### src/rtl/sser_pkg.sv
package sser_pkg;

    typedef enum logic [1:0] {
        GEN_IDLE,
        GEN_WAIT,
        GEN_LOW,
        GEN_HIGH
    } gen_st_e;

endpackage

### src/rtl/sser_sync.sv
module sser_sync #(
    parameter int SYNC_N = 2
) (
    input  logic clk,
    input  logic rst_n,
    input  logic pin_i,
    output logic level_o,
    output logic rise_o,
    output logic fall_o
);

    typedef struct packed {
        logic [SYNC_N-1:0] pipe;
        logic              last;
    } sync_t;

    sync_t s_d, s_q;

    always_comb begin
        s_d      = s_q;
        s_d.pipe = {s_q.pipe[SYNC_N-2:0], pin_i};
        s_d.last = s_q.pipe[SYNC_N-1];
    end

    always_ff @(posedge clk or negedge rst_n) begin
        if (!rst_n) begin
            s_q <= '1;
        end else begin
            s_q <= s_d;
        end
    end

    assign level_o = s_q.pipe[SYNC_N-1];
    assign rise_o  = s_q.pipe[SYNC_N-1] & ~s_q.last;
    assign fall_o  = ~s_q.pipe[SYNC_N-1] & s_q.last;

endmodule

### src/rtl/sser_clkgen.sv
module sser_clkgen
    import sser_pkg::*;
#(
    parameter int DIV_W = 8,
    parameter int NBITS = 8,
    parameter int CNT_W = 4
) (
    input  logic             clk,
    input  logic             rst_n,
    input  logic             start_i,
    input  logic             hshk_i,
    input  logic             line_hi_i,
    input  logic [DIV_W-1:0] div_i,
    output logic             pull_low_o,
    output logic             fall_ev_o,
    output logic             rise_ev_o,
    output logic             busy_o,
    output logic             end_o
);

    typedef struct packed {
        gen_st_e          st;
        logic [DIV_W-1:0] cnt;
        logic [CNT_W-1:0] npulse;
    } gen_t;

    gen_t g_d, g_q;

    always_comb begin
        g_d       = g_q;
        fall_ev_o = 1'b0;
        rise_ev_o = 1'b0;
        end_o     = 1'b0;
        case (g_q.st)
            GEN_IDLE: begin
                if (start_i) begin
                    g_d.st = GEN_WAIT;
                end
            end
            GEN_WAIT: begin
                if (!hshk_i || line_hi_i) begin
                    g_d.st     = GEN_LOW;
                    g_d.cnt    = '0;
                    g_d.npulse = '0;
                    fall_ev_o  = 1'b1;
                end
            end
            GEN_LOW: begin
                if (g_q.cnt == div_i) begin
                    g_d.st    = GEN_HIGH;
                    g_d.cnt   = '0;
                    rise_ev_o = 1'b1;
                end else begin
                    g_d.cnt = g_q.cnt + 1'b1;
                end
            end
            GEN_HIGH: begin
                if (g_q.cnt == div_i) begin
                    g_d.cnt = '0;
                    if (g_q.npulse == CNT_W'(NBITS - 1)) begin
                        g_d.st = GEN_IDLE;
                        end_o  = 1'b1;
                    end else begin
                        g_d.st     = GEN_LOW;
                        g_d.npulse = g_q.npulse + 1'b1;
                        fall_ev_o  = 1'b1;
                    end
                end else begin
                    g_d.cnt = g_q.cnt + 1'b1;
                end
            end
            default: g_d.st = GEN_IDLE;
        endcase
    end

    always_ff @(posedge clk or negedge rst_n) begin
        if (!rst_n) begin
            g_q <= '{st: GEN_IDLE, cnt: '0, npulse: '0};
        end else begin
            g_q <= g_d;
        end
    end

    assign pull_low_o = (g_q.st == GEN_LOW);
    assign busy_o     = (g_q.st != GEN_IDLE);

endmodule

### src/rtl/sser_shifter.sv
module sser_shifter #(
    parameter int DATA_W = 8,
    parameter int CNT_W  = 4
) (
    input  logic              clk,
    input  logic              rst_n,
    input  logic              sample_ev_i,
    input  logic              launch_ev_i,
    input  logic              use_ext_i,
    input  logic              ext_end_i,
    input  logic              xmit_i,
    input  logic              sd_i,
    input  logic              wr_i,
    input  logic [DATA_W-1:0] wdata_i,
    input  logic              rd_i,
    output logic [DATA_W-1:0] buf_o,
    output logic              full_o,
    output logic              empty_o,
    output logic              done_o
);

    typedef struct packed {
        logic [DATA_W-1:0] bufr;
        logic [CNT_W-1:0]  bitcnt;
        logic              armed;
        logic              full;
        logic              empty;
        logic              done;
    } shf_t;

    shf_t s_d, s_q;
    logic fin;

    always_comb begin
        s_d = s_q;
        fin = 1'b0;
        if (sample_ev_i) begin
            if (!xmit_i) begin
                s_d.bufr = {s_q.bufr[DATA_W-2:0], sd_i};
            end
            s_d.armed  = 1'b1;
            s_d.bitcnt = s_q.bitcnt + 1'b1;
            fin        = !use_ext_i && (s_q.bitcnt == CNT_W'(DATA_W - 1));
        end else if (launch_ev_i && s_q.armed) begin
            if (xmit_i) begin
                s_d.bufr = {s_q.bufr[DATA_W-2:0], 1'b0};
            end
            s_d.armed = 1'b0;
        end
        if (use_ext_i && ext_end_i) begin
            fin = 1'b1;
        end
        if (wr_i) begin
            s_d.bufr  = wdata_i;
            s_d.empty = 1'b0;
            s_d.done  = 1'b0;
        end
        if (rd_i) begin
            s_d.full = 1'b0;
            s_d.done = 1'b0;
        end
        if (fin) begin
            s_d.bitcnt = '0;
            s_d.armed  = 1'b0;
            s_d.done   = 1'b1;
            if (xmit_i) begin
                s_d.empty = 1'b1;
            end else begin
                s_d.full = 1'b1;
            end
        end
    end

    always_ff @(posedge clk or negedge rst_n) begin
        if (!rst_n) begin
            s_q <= '{bufr: '0, bitcnt: '0, armed: 1'b0, full: 1'b0, empty: 1'b1, done: 1'b0};
        end else begin
            s_q <= s_d;
        end
    end

    assign buf_o   = s_q.bufr;
    assign full_o  = s_q.full;
    assign empty_o = s_q.empty;
    assign done_o  = s_q.done;

endmodule

### src/rtl/sser_chan.sv
module sser_chan #(
    parameter int DATA_W = 8,
    parameter int DIV_W  = 8,
    parameter int SYNC_N = 2
) (
    input  logic              clk,
    input  logic              rst_n,
    input  logic              cfg_master,
    input  logic              cfg_xmit,
    input  logic              cfg_hshk,
    input  logic [DIV_W-1:0]  cfg_div,
    input  logic              start,
    input  logic              buf_wr,
    input  logic [DATA_W-1:0] buf_wdata,
    input  logic              buf_rd,
    output logic [DATA_W-1:0] buf_rdata,
    output logic              done,
    input  logic              sd_in,
    output logic              sd_out,
    output logic              sd_oe,
    input  logic              sc_in,
    output logic              sc_pull_low
);

    localparam int CNT_W = $clog2(DATA_W + 1);

    logic line_hi, s_rise, s_fall;
    logic g_pull, g_fall, g_rise, g_busy, g_end;
    logic sample_ev, launch_ev;
    logic full, empty;
    logic [DATA_W-1:0] bufv;

    sser_sync #(.SYNC_N(SYNC_N)) u_sync (
        .clk     (clk),
        .rst_n   (rst_n),
        .pin_i   (sc_in),
        .level_o (line_hi),
        .rise_o  (s_rise),
        .fall_o  (s_fall)
    );

    sser_clkgen #(.DIV_W(DIV_W), .NBITS(DATA_W), .CNT_W(CNT_W)) u_gen (
        .clk        (clk),
        .rst_n      (rst_n),
        .start_i    (cfg_master & start),
        .hshk_i     (cfg_hshk),
        .line_hi_i  (line_hi),
        .div_i      (cfg_div),
        .pull_low_o (g_pull),
        .fall_ev_o  (g_fall),
        .rise_ev_o  (g_rise),
        .busy_o     (g_busy),
        .end_o      (g_end)
    );

    // Edge roles: sample on rise and launch on fall normally, swapped in handshake mode.
    always_comb begin
        if (cfg_master) begin
            sample_ev = cfg_hshk ? g_fall : g_rise;
            launch_ev = cfg_hshk ? g_rise : g_fall;
        end else begin
            sample_ev = cfg_hshk ? s_fall : s_rise;
            launch_ev = cfg_hshk ? s_rise : s_fall;
        end
    end

    sser_shifter #(.DATA_W(DATA_W), .CNT_W(CNT_W)) u_shf (
        .clk         (clk),
        .rst_n       (rst_n),
        .sample_ev_i (sample_ev),
        .launch_ev_i (launch_ev),
        .use_ext_i   (cfg_master),
        .ext_end_i   (g_end),
        .xmit_i      (cfg_xmit),
        .sd_i        (sd_in),
        .wr_i        (buf_wr),
        .wdata_i     (buf_wdata),
        .rd_i        (buf_rd),
        .buf_o       (bufv),
        .full_o      (full),
        .empty_o     (empty),
        .done_o      (done)
    );

    assign sc_pull_low = cfg_master ? g_pull
                                    : (cfg_hshk & (cfg_xmit ? empty : full));
    assign sd_oe       = cfg_xmit & (cfg_master ? g_busy : ~empty);
    assign sd_out      = sd_oe & bufv[DATA_W-1];
    assign buf_rdata   = bufv;

endmodule

### config.mk
export PLATFORM = sky130hd
export DESIGN_NAME = sser_chan
export DESIGN_NICKNAME = d
export VERILOG_FILES = /design/src/rtl/sser_pkg.sv /design/src/rtl/sser_sync.sv /design/src/rtl/sser_clkgen.sv /design/src/rtl/sser_shifter.sv /design/src/rtl/sser_chan.sv
export SDC_FILE = /design/constraint.sdc
export NUM_CORES = 1
export LEC_CHECK = 0
export CAP_MARGIN = 30
export CORE_ASPECT_RATIO = 0.7
export CORE_MARGIN = 8
export CORE_UTILIZATION = 60
export CTS_BUF_LIST = sky130_fd_sc_hd__clkbuf_8
export DETAILED_ROUTE_END_ITERATION = 8
export DONT_BUFFER_PORTS = 1
export MAX_ROUTING_LAYER = met4
export PLACE_DENSITY_LB_ADDON = 0.25
export REMOVE_ABC_BUFFERS = 1
export SETUP_SLACK_MARGIN = 0.2
export SYNTH_ARGS = -nofsm -noshare
export SYNTH_HDL_FRONTEND = slang
export SYNTH_SLANG_ARGS = --single-unit
### constraint.sdc
create_clock -name clk -period 2.3 [get_ports clk]
set_input_delay 0.115 -clock clk [delete_from_list [all_inputs] [get_ports clk]]
set_output_delay 0.115 -clock clk [all_outputs]
set_load 0.02 [all_outputs]
==> metrics.md <==
| Metric | Value |
|---|---|
| Status | completed |
| Crit path arrival time | 2.24 ns |
| Core area | 0.003148 mm^2 |
| Number of H-tree levels | 2 |
| Final Hold Slack | 0.05319 ns |
| Tot GR Track Use | 0.1642 |
| Final setup viols | 0 |
| Endpoint type of the worst setup path | flop |
| Worst vdd ir | 0.0006966 V |
| Gr ovfl total | 0 |
| CTS tree | yes |
| CTS root buf | clkbuf_8 |
| Ys Warns | 0 |
| Worst skew pair latency | 0.29 ns |
| Top cells by area, synth | dfrtp_1, dfstp_2, mux2_4 |
| Crit path time final | 2.073 ns |
| R2r startpoint | u_gen.g_q[0] |
| Startpoint Class | flop |
| Leak Pwr | 0.9523 nW |
| Main combinational cell family by area after synthesis | simple AND/OR/NAND/NOR gates |
| FF-to-FF path depth | 8 |
| Simple-Gate Fraction of Synth Area | 0.1869 |
| Clk sinks | 33 |
| Placed Cells | 223 |
| First-pass GRT wire length | 6913 um |
| Mapped Area | 0.001974 mm^2 |
| DRC violations left | 0 |
| Fin. Hold Viols | 0 |
| Avg Synthesized Cell Area | 10.13 um^2 |
| Number of global-route vias before repair | 1387 |
| Worst path cell trace | ha_1 > nand3b_1 > and4_1 > o21ai_0 > nand2_1 > a221o_1 > buf_6 > mux2_4 |
| Asr flop ratio synth | 1.000 |
| PortBufs | 0 |
| Slew headroom | 0.4924 |
| Power per cell area | 903.1 mW/mm^2 |
| Routed WL | 4119 um |
| Number of synthesized flops with an enable pin | 0 |
| WS Path Type | reg -> reg |
| Crit path launch | u_gen.g_q[0] |
| Post-Synthesis Cells | 195 |
| Area leader, netlist | dfrtp_1 |
| Final Wtd Congestion | 0.8616 |
| DP Area | 0.001941 mm^2 |
| Main synth FF type | dfrtp_1 |
| Worst-path fanout max | 8 |
| Fmax | 482.4 MHz |
| NumNets Final | 230 |
| Xor/xnor share of the synthesized area | 0.06654 |
| CP Capture Point | u_shf.buf_o[5] |
| Vias | 1431 |
| Max Cap Violations | 0 |
| Dpl hpwl | 2931 um |
| TritonCTS buffer count | 5 |
| I/O pin count | 38 |
| Post-route cell area | 0.002125 mm^2 |
| Adder-cell share of the synthesized area | 0.01901 |
| Sum of negative setup slack | 0 ns |
| Worst R2R Setup Slack | 0.23 ns |
| Mux cell area share after synthesis | 0.1027 |
| Register bit total from synthesis | 33 |
| Drt pass-1 iters | 4 |
| CP peak stage delay | 0.40 ns |
| Starting density of the core | 0.6272 |
| Pin count of the biggest net entering global routing | 34 |
| DRT iter0 DRCs | 109 |
| Die span in x | 84.57 um |
| Yosys cell types | 51 |
| Hold Crit Class | in -> reg |
| Sequential-to-total area share from yosys stat | 0.4208 |
| Worst flop-to-flop path endpoint | u_shf.buf_o[5] |
| Unrepaired setup endpoints after global routing | yes |
| Die Span Y | 64.00 um |
| Antenna Cells | 0 |
| Clock tree buffer depth | 2 |
| Final Max Slew Viols | 0 |
| Post-synth top area share | 0.3676 |
| Die area | 0.005412 mm^2 |
| Worst endpoint required time | 2.47 ns |
| ANT nets after route | 0 |
| Routed len/inst | 17.16 um |
| Initial antenna violation count | 0 |
| Clock transition at path regs | 0.07 ns |
| Synth Area in Compound Gates | 0.1305 |
| # rows | 17 |
| Final worst clock skew | 0.005976 ns |
| Synth-to-layout area growth | 7.605% |
| Vias per inst | 5.963 |
| CP max-delay cell | dfrtp_1 |
| Share of layout cells above drive strength 1 | 0.2228 |
| Worst-Margin Slew | 0.7549 ns |
| Fin crit share | 0.9014 |
| Final cell count without fillers | 240 |
==> synthesized netlist by cell type (2+ instances only) <==
cell and count:
nand4_2 2, mux2_4 7, xnor2_1 11, inv_1 9
nand2_1 13, mux2_2 6, xor2_1 4, buf_4 8
buf_6 3, nand3b_1 4, nor3b_1 2, a21oi_1 3
o21ai_0 15, a31o_2 2, dfstp_2 4, and3_1 6
and2_1 2, nor2_1 17, mux2i_1 3, dfrtp_1 29
nor3_1 2, o31ai_1 2, nand3_1 9, a22o_1 3
ha_1 3
==> worst max-delay path, delay by kind of cell, from the launching register on <==
family / cells / cell delay (ns)
AOI/OAI and AO/OA: 2 / 0.41
adders and majority gates: 1 / 0.22
buffers and inverters: 1 / 0.16
DFF: 1 / 0.40
muxes: 1 / 0.30
and+or+nand+nor: 3 / 0.47
==> timing repair <==
item | 4_1_cts | 5_1_grt
pin swaps | 0 | 2
hold endpoints to repair | 37 | 0
resized for setup | 1 | 2
hold buffers | 5 | 0
setup buffers | 0 | 4
setup endpoints to repair | 10 | 12
==> placed cells by master (no fill, tap or decap), drive strengths merged, types with 3 or more instances in the layout <==
cell type	n
nor3	3
buf	9
clkbuf	5
nand3	9
a22o	3
and3	7
nand3b	4
mux2	13
a31o	3
o21ai	16
dlygate4sd3	4
xnor2	11
a21oi	3
xor2	4
dfstp	4
dfrtp	29
nand2	14
ha	3
nor3b	3
nor2	17
inv	10
mux2i	3
==> how the worst min path moves through the flow <==
stage / endpoint / depth (start not counted) / start / slack [ns]
floorplan: u_gen.g_q[0] / 0 / rst_n / -0.18
global placement: u_gen.g_q[3] / 0 / rst_n / -0.18
detailed placement: u_gen.g_q[1] / 0 / rst_n / -0.18
CTS: u_gen.g_q[12] / 2 / cfg_master / 0.04
global route: u_gen.g_q[12] / 2 / cfg_master / 0.04
finish: u_shf.full_o / 2 / buf_rd / 0.05
==> stage by stage <==
stage,setup slack (ns),utilization,power (mW)
3_3_place_gp,0.2765,0.6165,1.455
3_5_place_dp,0.1754,0.6165,1.484
5_1_grt,0.1488,0.6749,2.050
4_1_cts,0.2019,0.6638,1.926
6_report,0.2269,0.6749,1.919
2_1_floorplan,0.2480,-,1.363
==> power breakdown <==
group	internal (mW)	switching, mW	total (mW)
Combinational	0.298	0.257	0.555
Clock	0.205	0.206	0.411
Sequential	0.735	0.218	0.953
==> sequential cells by signal, summed over array words and instances, names as in the netlist <==
register,cells
u_gen.g_q,14
u_shf.buf_o,8
u_shf.s_q,5
u_shf.done_o,1
u_shf.empty_o,1
u_shf.full_o,1
u_sync.level_o,1
u_sync.s_d,1
u_sync.s_q,1
==> logic make-up (layout without fill, tap and decap cells) <==
logic type | Yosys count | after routing
buf+inv | 23 | 30
mux | 16 | 16
fa+ha+maj | 3 | 3
simple gates | 67 | 67
xor+xnor | 15 | 15
flops | 33 | 33
compound gates | 38 | 38
==> layer usage <==
| metal | share of wire | wire length [um] | track usage | vias to the layer above |
|---|---|---|---|---|
| met4 | 0.014 | 58 | 0.07285 | 0 |
| met3 | 0.093 | 383 | 0.06888 | 7 |
| li1 | - | - | - | 694 |
| met2 | 0.45 | 1870 | 0.2309 | 49 |
| met1 | 0.44 | 1807 | 0.2009 | 681 |
| met5 | 0 | 0 | - | - |
==> cell type report <==
| class | count | area [um^2] |
|---|---|---|
| multi-input cells | 139 | 1006 |
| fillers | 237 | 1023 |
| repair buffers | 13 | 123.9 |
| clock inverters | 3 | 13.76 |
| inverters | 9 | 33.78 |
| well taps | 38 | 47.55 |
| clock buffers | 5 | 68.82 |
| flip-flops and latches | 33 | 830.8 |
Power figures use the tool's default switching activity.
